File: src/rtl/pkf_pkg.sv
package pkf_pkg;
  localparam int REG_ADDR_W = 3;

  typedef enum logic [REG_ADDR_W-1:0] {
    REG_DATA  = 3'd0,
    REG_META  = 3'd1,
    REG_LEVEL = 3'd2,
    REG_EVENT = 3'd3,
    REG_IRQEN = 3'd4
  } pkf_reg_e;

  // event bit indices
  localparam int EV_DRAIN = 0;
  localparam int EV_OVF   = 1;
  localparam int EV_UNF   = 2;
  localparam int NUM_EV   = 3;

  // metadata word field positions
  localparam int META_SOP_BIT   = 0;
  localparam int META_EOP_BIT   = 1;
  localparam int META_EMPTY_LSB = 8;
endpackage

File: src/rtl/pkf_meta_hold.sv
module pkf_meta_hold #(
  parameter int META_W = 4
) (
  input  logic              clk,
  input  logic              rst,
  input  logic              load,
  input  logic [META_W-1:0] load_val,
  input  logic              consume,
  output logic [META_W-1:0] pending
);
  // holds flags until the next accepted data word takes them
  always_ff @(posedge clk) begin
    if (rst)          pending <= '0;
    else if (load)    pending <= load_val;
    else if (consume) pending <= '0;
  end
endmodule

File: src/rtl/pkf_store.sv
module pkf_store #(
  parameter int ENTRY_W = 36,
  parameter int DEPTH   = 16
) (
  input  logic                          clk,
  input  logic                          rst,
  input  logic                          push_req,
  input  logic [ENTRY_W-1:0]            push_entry,
  input  logic                          ready_pop,
  input  logic                          force_pop,
  output logic [ENTRY_W-1:0]            head,
  output logic                          avail,
  output logic [$clog2(DEPTH+1)-1:0]    level,
  output logic                          push_ok,
  output logic                          overflow_hit,
  output logic                          underflow_hit,
  output logic                          drained
);
  localparam int PTR_W = $clog2(DEPTH);
  localparam int CNT_W = $clog2(DEPTH+1);

  logic [ENTRY_W-1:0] mem [DEPTH];
  logic [PTR_W-1:0]   wr_ptr, rd_ptr;
  logic [CNT_W-1:0]   count, count_nx;
  logic               full, pop;

  assign full          = (count == CNT_W'(DEPTH));
  assign avail         = (count != '0);
  assign push_ok       = push_req && !full;
  assign overflow_hit  = push_req && full;
  assign pop           = avail && (ready_pop || force_pop);
  assign underflow_hit = force_pop && !avail;
  assign count_nx      = count + CNT_W'(push_ok) - CNT_W'(pop);
  assign drained       = avail && (count_nx == '0);
  assign level         = count;

  // storage without reset so it maps onto RAM
  always_ff @(posedge clk) begin
    if (push_ok) mem[wr_ptr] <= push_entry;
  end

  assign head = mem[rd_ptr];

  always_ff @(posedge clk) begin
    if (rst) begin
      wr_ptr <= '0;
      rd_ptr <= '0;
      count  <= '0;
    end else begin
      if (push_ok) wr_ptr <= wr_ptr + 1'b1;
      if (pop)     rd_ptr <= rd_ptr + 1'b1;
      count <= count_nx;
    end
  end
endmodule

File: src/rtl/pkf_events.sv
module pkf_events #(
  parameter int N = 3
) (
  input  logic         clk,
  input  logic         rst,
  input  logic [N-1:0] set_vec,
  input  logic         clr_wr,
  input  logic [N-1:0] clr_mask,
  input  logic         en_wr,
  input  logic [N-1:0] en_val,
  output logic [N-1:0] events,
  output logic [N-1:0] enables,
  output logic         irq
);
  // one sticky flop per event; a new set wins over a same-cycle clear
  for (genvar i = 0; i < N; i++) begin : g_ev
    always_ff @(posedge clk) begin
      if (rst)                       events[i] <= 1'b0;
      else if (set_vec[i])           events[i] <= 1'b1;
      else if (clr_wr && clr_mask[i]) events[i] <= 1'b0;
    end
  end

  always_ff @(posedge clk) begin
    if (rst) begin
      enables <= '0;
      irq     <= 1'b0;
    end else begin
      if (en_wr) enables <= en_val;
      irq <= |(events & enables);
    end
  end
endmodule

File: src/rtl/pkt_push_fifo.sv
module pkt_push_fifo
  import pkf_pkg::*;
#(
  parameter int DATA_W = 32,
  parameter int DEPTH  = 16
) (
  input  logic                           clk,
  input  logic                           rst,
  input  logic                           bus_wr,
  input  logic                           bus_rd,
  input  logic [REG_ADDR_W-1:0]          bus_addr,
  input  logic [DATA_W-1:0]              bus_wdata,
  output logic [DATA_W-1:0]              bus_rdata,
  output logic                           st_valid,
  input  logic                           st_ready,
  output logic [DATA_W-1:0]              st_data,
  output logic                           st_sop,
  output logic                           st_eop,
  output logic [$clog2(DATA_W/8)-1:0]    st_empty,
  input  logic                           force_pop,
  output logic                           irq
);
  localparam int EMPTY_W = $clog2(DATA_W/8);
  localparam int META_W  = 2 + EMPTY_W;
  localparam int ENTRY_W = DATA_W + META_W;
  localparam int CNT_W   = $clog2(DEPTH+1);

  logic               wr_data, wr_meta, wr_event, wr_irqen;
  logic [META_W-1:0]  meta_in, meta_pend;
  logic [ENTRY_W-1:0] head;
  logic [CNT_W-1:0]   level_w;
  logic               push_ok, overflow_hit, underflow_hit, drained;
  logic [NUM_EV-1:0]  ev_set, ev_w, en_w;
  logic [DATA_W-1:0]  rd_mux;

  assign wr_data  = bus_wr && (bus_addr == REG_DATA);
  assign wr_meta  = bus_wr && (bus_addr == REG_META);
  assign wr_event = bus_wr && (bus_addr == REG_EVENT);
  assign wr_irqen = bus_wr && (bus_addr == REG_IRQEN);

  // pending metadata layout: {empty, eop, sop}
  assign meta_in = {bus_wdata[META_EMPTY_LSB +: EMPTY_W],
                    bus_wdata[META_EOP_BIT], bus_wdata[META_SOP_BIT]};

  pkf_meta_hold #(.META_W(META_W)) u_meta (
    .clk      (clk),
    .rst      (rst),
    .load     (wr_meta),
    .load_val (meta_in),
    .consume  (push_ok),
    .pending  (meta_pend)
  );

  pkf_store #(.ENTRY_W(ENTRY_W), .DEPTH(DEPTH)) u_store (
    .clk           (clk),
    .rst           (rst),
    .push_req      (wr_data),
    .push_entry    ({meta_pend, bus_wdata}),
    .ready_pop     (st_ready),
    .force_pop     (force_pop),
    .head          (head),
    .avail         (st_valid),
    .level         (level_w),
    .push_ok       (push_ok),
    .overflow_hit  (overflow_hit),
    .underflow_hit (underflow_hit),
    .drained       (drained)
  );

  always_comb begin
    ev_set           = '0;
    ev_set[EV_DRAIN] = drained;
    ev_set[EV_OVF]   = overflow_hit;
    ev_set[EV_UNF]   = underflow_hit;
  end

  pkf_events #(.N(NUM_EV)) u_events (
    .clk      (clk),
    .rst      (rst),
    .set_vec  (ev_set),
    .clr_wr   (wr_event),
    .clr_mask (bus_wdata[NUM_EV-1:0]),
    .en_wr    (wr_irqen),
    .en_val   (bus_wdata[NUM_EV-1:0]),
    .events   (ev_w),
    .enables  (en_w),
    .irq      (irq)
  );

  assign st_data  = head[DATA_W-1:0];
  assign st_sop   = head[DATA_W];
  assign st_eop   = head[DATA_W+1];
  assign st_empty = head[DATA_W+2 +: EMPTY_W];

  always_comb begin
    rd_mux = '0;
    case (bus_addr)
      REG_META: begin
        rd_mux[META_SOP_BIT]                = meta_pend[0];
        rd_mux[META_EOP_BIT]                = meta_pend[1];
        rd_mux[META_EMPTY_LSB +: EMPTY_W]   = meta_pend[2 +: EMPTY_W];
      end
      REG_LEVEL: rd_mux[CNT_W-1:0]  = level_w;
      REG_EVENT: rd_mux[NUM_EV-1:0] = ev_w;
      REG_IRQEN: rd_mux[NUM_EV-1:0] = en_w;
      default:   rd_mux = '0;
    endcase
  end

  always_ff @(posedge clk) begin
    if (rst)         bus_rdata <= '0;
    else if (bus_rd) bus_rdata <= rd_mux;
  end
endmodule

File: config.mk
export PLATFORM = sky130hd
export DESIGN_NAME = pkt_push_fifo
export DESIGN_NICKNAME = d
export VERILOG_FILES = /design/src/rtl/pkf_pkg.sv /design/src/rtl/pkf_meta_hold.sv /design/src/rtl/pkf_store.sv /design/src/rtl/pkf_events.sv /design/src/rtl/pkt_push_fifo.sv
export SDC_FILE = /design/constraint.sdc
export NUM_CORES = 1
export LEC_CHECK = 0
export ABC_AREA = 1
export BUFFER_PORTS_ARGS = -buffer_cell sky130_fd_sc_hd__clkbuf_2
export CORE_MARGIN = 3
export CORE_UTILIZATION = 50
export CTS_BUF_LIST = sky130_fd_sc_hd__clkbuf_8
export DETAILED_ROUTE_END_ITERATION = 12
export PLACE_DENSITY_LB_ADDON = 0.12
export SYNTH_ARGS = -nofsm -noshare
export SYNTH_HDL_FRONTEND = slang
export SYNTH_SLANG_ARGS = --single-unit
File: constraint.sdc
create_clock -name clk -period 3.6 [get_ports clk]
set_input_delay 0.18 -clock clk [delete_from_list [all_inputs] [get_ports clk]]
set_output_delay 0.18 -clock clk [all_outputs]
set_load 0.05 [all_outputs]
**Word level (Yosys, flattened, before mapping)**

Memories as Yosys holds them, arrays and structs flattened. A register that Yosys moved wholly into a read port is not among the register bits.
Cells that the tools add are included.

- Add/subtract/negate cells: 4
- Equal/unequal tests: 5
- Multiplexer cells: 16
- Bitwise logic cells: 1
- Reduce and logical (&&, ||, !) cells: 23

Operator list:

| kind | count |
|---|---|
| $mux 4 | 4 |
| $logic_and 1x1->1 | 12 |
| $add 4x1->4 const B | 2 |
| $mux 1 | 8 |
| $pmux 2 s4 | 1 |
| $reduce_bool 2->1 | 4 |
| $eq 3x2->1 const B | 2 |
| $add 5x1->5 | 1 |
| $eq 5x5->1 const B | 1 |
| $logic_not 5->1 | 1 |
| $reduce_bool 5->1 | 1 |
| $sub 5x1->5 | 1 |
| $mux 2 | 2 |
| $and 3x3->3 | 1 |
| $eq 3x1->1 const B | 1 |
| $eq 3x3->1 const B | 1 |
| $logic_not 3->1 | 1 |
| $pmux 1 s3 | 1 |
| $reduce_or 3->1 | 1 |
| $logic_not 1->1 | 2 |
| $logic_or 1x1->1 | 1 |

- Register bits after elaboration: 31
- Memory bits (writable): 576
- Input bits: 41
- Memories: 1

Memory list:

| name | words | bits a word | read ports | clocked after memory_dff | write ports | line | source |
|---|---|---|---|---|---|---|---|
| u_store.mem | 16 | 36 | 1 | 1 | 1 | pkf_store.sv:22 | `logic [ENTRY_W-1:0] mem [DEPTH];` |

**Longest topological paths before layout**

Gate-level depths: netlist (run 1).

- Depth in word-level cells: 8
- Mapped depth: 17
- Depth with buffers taken out: 17

**Modules after synthesis**

From an unflattened synthesis (run 1), not the netlist that was laid out.

- Cells, all modules: 2607
- Area, all modules: 26628.0 um2

By module, submodules not included:

| module | times used | cells each | area each (um2) | seq. area each (um2) |
|---|---|---|---|---|
| pkf_store | 1 | 2465 | 25622.1 | 17636.9 |
| pkt_push_fifo | 1 | 89 | 611.8 | 140.1 |
| pkf_events | 1 | 36 | 257.7 | 140.1 |
| pkf_meta_hold | 1 | 17 | 136.4 | 80.1 |

**Worst setup path before layout (run 1)**

No wires, ideal clock.

- Kind: reg-to-reg
- From: register u_store.count[2], in the netlist u_store.level[2]
- To: memory u_store.mem[11][0], enable pin
- Setup time: 0.474 ns
- Arrival time: 3.450 ns
- Setup slack: -0.324 ns
- Cell stages (with the launch flop): 7
- Path buffers: 1
- Cells stage by stage: dfxtp_1 -> inv_1 -> ha_1 -> nand3_1 -> nand2_1 -> clkbuf_1 -> nor3_1

- Longest elaborated chain between the ends: 5

Ends and longest elaborated chain:

| element | line | source |
|---|---|---|
| start: declaration | pkf_store.sv:24 | `logic [CNT_W-1:0] count, count_nx;` |
| start signal: assignment | pkf_store.sv:52 | `count <= count_nx;` |
| $eq 5x5->1 | pkf_store.sv:27 | `assign full = (count == CNT_W'(DEPTH));` |
| $logic_not 1->1 | pkf_store.sv:29 | `assign push_ok = push_req && !full;` |
| $logic_and 1x1->1 | pkf_store.sv:29 |  |
| $mux 1 | pkf_store.sv:39 | `if (push_ok) mem[wr_ptr] <= push_entry;` |
| $mux 1 (implied by the code) | pkf_store.sv:39 |  |
| end: declaration | pkf_store.sv:22 |  |

Every way passes these cells.

==> impl_metrics.toml, run 1 <==
[power]
vdd.ir_drop.worst_v = 0.000493
power_mw = 19.0
power_leakage_nw = 10.7
power_density_nw_per_um2 = 659

[floorplan]
core-area_sq_um = 49600
design.portCount = 111
chipHeight_um = 231
std_cell_rows = 81
dieWidth_um = 231
starting_density_pct = 51.2
floorplan.die_area_sq_um = 53500

[sta]
grt_setup_unrepaired = "false"
post-route-period-util_pct = 85.6
hold_violations = 0
setup_viol = 0
finalMaxSlewViolations = 0
timing_worst_slew_pin_value_ns = 0.930
worst_clock_skew_ns = 0.0402
postLayoutSetupSlackWorst_ns = 0.518
fin_worst_hold_slack_ns = 0.0538
achievable-frequency_ghz = 0.324
finalCriticalPeriod_ns = 3.08
slew-limit-headroom_pct = 37.9

[placement]
placement.setup.worst_slack_ns = 0.813
place.detailed.hpwl_mm = 31.4
finalWeightedCongestion = 0.809
io_buffers = 85
placed_cells_incl_taps = 2764

[setup_path]
crit_path_end_kind = "output port"
worstPathRequired_ns = 3.42
worstPathArrival_ns = 2.90
critPathMaxFanout = 38
start_kind = "flop"
crit_path_kind = "flop to output port"
worst_r2r_startpoint = "u_store.level[2]$_SDFF_PP0_"

[clock_network]
clock_tree_from_tritoncts = "built"
cts_resized = 0
cts_max_level = 3
clkSinkCount = 611
post-cts-setup-buffer-count = 0
cts_made_buffers = 99
cts.hold.buffers_added = 42
clock_latency_ns = 0.67
cts_root_buf = "sky130_fd_sc_hd__clkbuf_8"
clockBufferDepth = 3
clk_pin_slew_ns = 0.06

[layout]
area.growth.synth_to_final_pct = 13.8
post_route_cells_drive_above_1_share_pct = 13.4
fillCellCount = 4111
finalNetCount = 2295
seqCellArea_sq_um = 18000
layoutNonFillerInstCount = 2980
multi_input_comb_area_sq_um = 5580

[synthesis]
synth.area.top_cells = "sky130_fd_sc_hd__edfxtp_1 (68%), sky130_fd_sc_hd__inv_1 (4.7%), sky130_fd_sc_hd__nand3_1 (4.7%), sky130_fd_sc_hd__nand2_1 (3.6%), sky130_fd_sc_hd__a21oi_1 (3.4%)"
mappedNetlistArea_sq_um = 25400
synth_cells = 2095
yosysUniqueCellTypes = 27
synth_top_area_cell = "sky130_fd_sc_hd__edfxtp_1"
ys_dominant_reg_cell = "sky130_fd_sc_hd__edfxtp_1"
yosys_warnings = 0
yosysSeqAreaShare_pct = 70.9
synth-seq-cells = 611
synthesized_area_per_cell_sq_um = 12.1
post_synth_edffs = 576
synth.most_common_cell = "sky130_fd_sc_hd__edfxtp_1"
postSynth.asyncResetShare_pct = 0
netlist.area_leader.share_pct = 68.1
synth_top_cells_by_count = "sky130_fd_sc_hd__edfxtp_1 (576), sky130_fd_sc_hd__inv_1 (321), sky130_fd_sc_hd__nand2_1 (243)"

[min_path]
worst_hold_path_type = "primary input to flop"
hold_path.startpoint = "bus_wdata[8]"

[drt]
drt_wl_total_mm = 56.5
detail_route.drc_violations = 0
firstDrtPassIters = 6
antenna_violating_nets_left = 0
route.vias.total = 15738
drt_iter0_drc = 1344
drt-vias-per-instance = 5.28
route.detailed.wl_per_inst_um = 19.0

[global_routing]
grt_first_pass_wirelength_mm = 88.5
antenna_found_initial = 0
grt_use_total_pct = 21.2
via_count_of_the_first_global_routing_pass = 15745
maximum_number_of_pins_on_one_net_before_global_route_repair = 147
gr-total-overflow = 0

[status]
run_status = "completed"

[job]
max_cap_violations = 0
==> power by group <==
| part | switching [mW] | internal [mW] |
|---|---|---|
| sequential | 0.199 | 7.84 |
| combinational | 3.79 | 1.60 |
| clock | 2.64 | 2.96 |
==> routing by layer <==
layer / up-vias / part of all wire, % / GRT usage, %
met2: 381 / 48 / 34.9
met5: - / 0 / 0
met3: 88 / 4.8 / 3.59
li1: 7634 / - / -
met4: 0 / 1.9 / 6.78
met1: 7635 / 45 / 29.1
==> logic make-up (layout without fill, tap and decap cells) <==
| kind of cell | after synthesis | in the layout | synth area share (%) |
|---|---|---|---|
| buffers and inverters | 471 | 666 | 7.97 |
| AND/OR/NAND/NOR | 522 | 522 | 8.95 |
| other | 1 | 27 | 0.0148 |
| XOR/XNOR | 3 | 3 | 0.103 |
| AO/OA/AOI/OAI | 476 | 476 | 11.5 |
| flip-flops | 611 | 611 | 70.9 |
| adder cells (fa/ha/maj) | 11 | 11 | 0.572 |
==> worst max-delay path: stages, from the launching register on <==
cell and delay (ns):
sky130_fd_sc_hd__dfxtp_4 0.71, sky130_fd_sc_hd__inv_2 0.39, sky130_fd_sc_hd__buf_4 0.37, sky130_fd_sc_hd__nand3_1 0.14, sky130_fd_sc_hd__nand3_1 0.15, sky130_fd_sc_hd__nand2_1 0.15, sky130_fd_sc_hd__clkbuf_2 0.28
==> path summary, 6_finish.rpt <==
| check | to | slack [ns] | cells after the start |
|---|---|---|---|
| max | st_data[23] | 0.52 | 6 |
| min | u_meta.pending[2]$_SDFFE_PP0P_ | 0.05 | 3 |
| max reg2reg | u_events.events[0]$_SDFFE_PP0P_ | 0.86 | 16 |
| min reg2reg | bus_rdata[1]$_SDFFE_PP0P_ | 0.47 | 2 |
==> sequential cells by signal, summed over array words and instances (netlist names), named ones only <==
signal / flops
u_store.mem: 576
bus_rdata: 7
u_store.level: 5
u_meta.pending: 4
u_store.rd_ptr: 4
u_store.wr_ptr: 4
u_events.enables: 3
u_events.events: 3
u_events.irq: 1
==> layout by cell type, fill, tap and decap left out, drive strengths merged <==
master       count
nand2          243
nand3          236
nand4            2
nor2            34
xor2             2
dlygate4sd3     42
nand3b           1
inv            350
nor3             5
clkbuf         190
buf             44
xnor2            1
diode            2
o211ai         144
or2              1
clkinv          34
conb            25
fa               1
clkinvlp         2
edfxtp         576
a41oi            1
a21oi          171
o21ai          160
ha              10
dfxtp           35
bufinv           4
==> stage by stage <==
step / util [%] / area (sq um) / TNS [ns]
floorplan: - / 25500 / -23.30
CTS: 58.3 / 28900 / 0
global route: 58.3 / 28900 / 0
detailed placement: 53.7 / 26600 / 0
finish: 58.3 / 28900 / 0
global placement: 53.7 / 26600 / 0
==> layout make-up <==
type | count | share of cell area (%)
Sequential cell | 611 | 62.3
Antenna cell | 2 | 0.0173
Clock inverter | 67 | 1.36
Multi-Input combinational cell | 1037 | 19.3
Tap cell | 664 | 2.88
Timing Repair Buffer | 171 | 4.89
Inverter | 323 | 4.20
Clock buffer | 105 | 5.00
No activity file was read; power rests on OpenSTA's default activity.
==> run 2, diff against run 1 <==
- clock period: 3.6 -> 3.4 ns (I/O delays scaled with it)
==> impl_metrics.toml, run 2 (synthesis results as in run 1) <==
[global_routing]
grt_use_total_pct = 21.1
via_count_of_the_first_global_routing_pass = 15549
gr-total-overflow = 0
antenna_found_initial = 0
grt_first_pass_wirelength_mm = 87.7
maximum_number_of_pins_on_one_net_before_global_route_repair = 98

[power]
power_leakage_nw = 10.6
vdd.ir_drop.worst_v = 0.000380
power_mw = 19.9
power_density_nw_per_um2 = 692

[setup_path]
worstPathRequired_ns = 3.23
worstPathArrival_ns = 2.73
critPathMaxFanout = 43
critPathSlowestCell = "sky130_fd_sc_hd__dfxtp_4"
crit_path_cell_trace = "buf_4 > nand3_1 > nand3_1 > nand2_1 > clkbuf_2"
crit_path_end_kind = "output port"
crit_path_kind = "flop to output port"
start_kind = "flop"
crit_path_frequent_cell = "sky130_fd_sc_hd__nand3_1"
worst_path_largest_cell_delay_ns = 0.67

[drt]
drt_wl_total_mm = 56.5
detail_route.drc_violations = 0
route.vias.total = 15885
firstDrtPassIters = 8
antenna_violating_nets_left = 0
route.detailed.wl_per_inst_um = 18.9
drt_iter0_drc = 1287
drt-vias-per-instance = 5.33

[layout]
finalNetCount = 2294
most_frequent_cells_in_the_layout = "sky130_fd_sc_hd__edfxtp_1 (576), sky130_fd_sc_hd__inv_1 (357), sky130_fd_sc_hd__nand2_1 (243)"
largest_register_ffs = 576
area.growth.synth_to_final_pct = 13.3
final_design_area_no_fill_sq_um = 28800
layoutNonFillerInstCount = 2981
fillCellCount = 4044
registers.top_by_ff_count = "u_store.mem"
mostFrequentLayoutCell = "sky130_fd_sc_hd__edfxtp_1"
layout.core_utilization_pct = 58.0
post_route_cells_drive_above_1_share_pct = 13.0

[sta]
timing_worst_slew_pin_value_ns = 1.00
setup_viol = 0
achievable-frequency_ghz = 0.344
slew-limit-headroom_pct = 33.1
post-route-period-util_pct = 85.4
worst_clock_skew_ns = 0.0208
fin_tns_setup_ns = 0
hold_violations = 0
finalCriticalPeriod_ns = 2.90
grt_setup_unrepaired = "false"
finalMaxSlewViolations = 0

[clock_network]
clockBufferDepth = 3
cts_root_buf = "sky130_fd_sc_hd__clkbuf_8"
clk_pin_slew_ns = 0.06
clock_latency_ns = 0.67
cts_max_level = 3
cts_made_buffers = 100
clkSinkCount = 611
clock_tree_from_tritoncts = "built"
post-cts-setup-buffer-count = 0

[placement]
finalWeightedCongestion = 0.805
io_buffers = 85
placed_cells_incl_taps = 2763
dpl_cell_area_sq_um = 26600
place.detailed.hpwl_mm = 31.1

[status]
run_status = "completed"

[floorplan]
dieWidth_um = 231
core-area_sq_um = 49600
design.portCount = 111
std_cell_rows = 81
chipHeight_um = 231
floorplan.die_area_sq_um = 53500
starting_density_pct = 51.2

[min_path]
worst_hold_path_type = "primary input to flop"

[job]
max_cap_violations = 0
==> run 2: cell count changes in the layout (fill, tap and decap cells not counted), moves of 2 or more <==
cell,before,now
sky130_fd_sc_hd__bufinv_16,4,1
sky130_fd_sc_hd__clkinv_2,8,5
sky130_fd_sc_hd__inv_1,347,357
sky130_fd_sc_hd__buf_12,19,17
==> run 2: timing repair <==
item                                   CTS  global route
endpoints found under the hold margin  491             0
hold buffers                            41             0
gates resized for setup                  0             0
==> run 2: per-stage QoR <==
step | setup slack (ns) | hold slack (ns)
2_1_floorplan | -0.524 | 0.239
3_3_place_gp | 0.801 | 0.450
3_5_place_dp | 0.655 | 0.457
4_1_cts | 0.378 | 0.000722
5_1_grt | 0.315 | 0.0627
6_report | 0.496 | 0.0668
==> run 2: final timing paths <==
check / startpoint / end / slack, ns / cells after the start
worst max-delay path: flop / st_data[6] / 0.50 / 5
worst min-delay path: st_ready / flop / 0.07 / 5
worst max register to register: u_store.level[2]$_SDFF_PP0_ / u_events.events[0]$_SDFFE_PP0P_ / 0.62 / 16
worst min register to register: u_events.events[1]$_SDFFE_PP0P_ / u_events.events[1]$_SDFFE_PP0P_ / 0.49 / 2
==> run 2: power breakdown <==
part | switching [mW] | total [mW] | internal (mW)
logic | 4.02 | 5.70 | 1.68
clock network | 2.79 | 5.70 | 2.91
registers | 0.212 | 8.52 | 8.31
total | 7.02 | 19.9 | 12.9
==> run 2: worst max-delay path: cells and delay by family (launching register included) <==
| kind | cells | cell delay, ns |
|---|---|---|
| AND/OR/NAND/NOR | 3 | 0.50 |
| flip-flops | 1 | 0.67 |
| buffers and inverters | 2 | 0.90 |
==> run 2: area by class of cell <==
type	instances	area [sq um]	share of cell area, %
Inverter	323	1210	4.21
Sequential cell	611	18000	62.6
Clock buffer	105	1450	5.02
Clock inverter	71	318	1.10
Multi-Input combinational cell	1037	5580	19.4
Tap cell	664	831	2.89
Timing Repair Buffer	169	1370	4.77
Antenna cell	1	2.50	0.00870
==> run 2: routing by layer <==
| metal | track usage [%] | share of wire (%) |
|---|---|---|
| met2 | 35.2 | 49 |
| met1 | 28.5 | 45 |
| met5 | 0 | 0 |
| met4 | 6.29 | 2.1 |
| met3 | 3.61 | 4.4 |
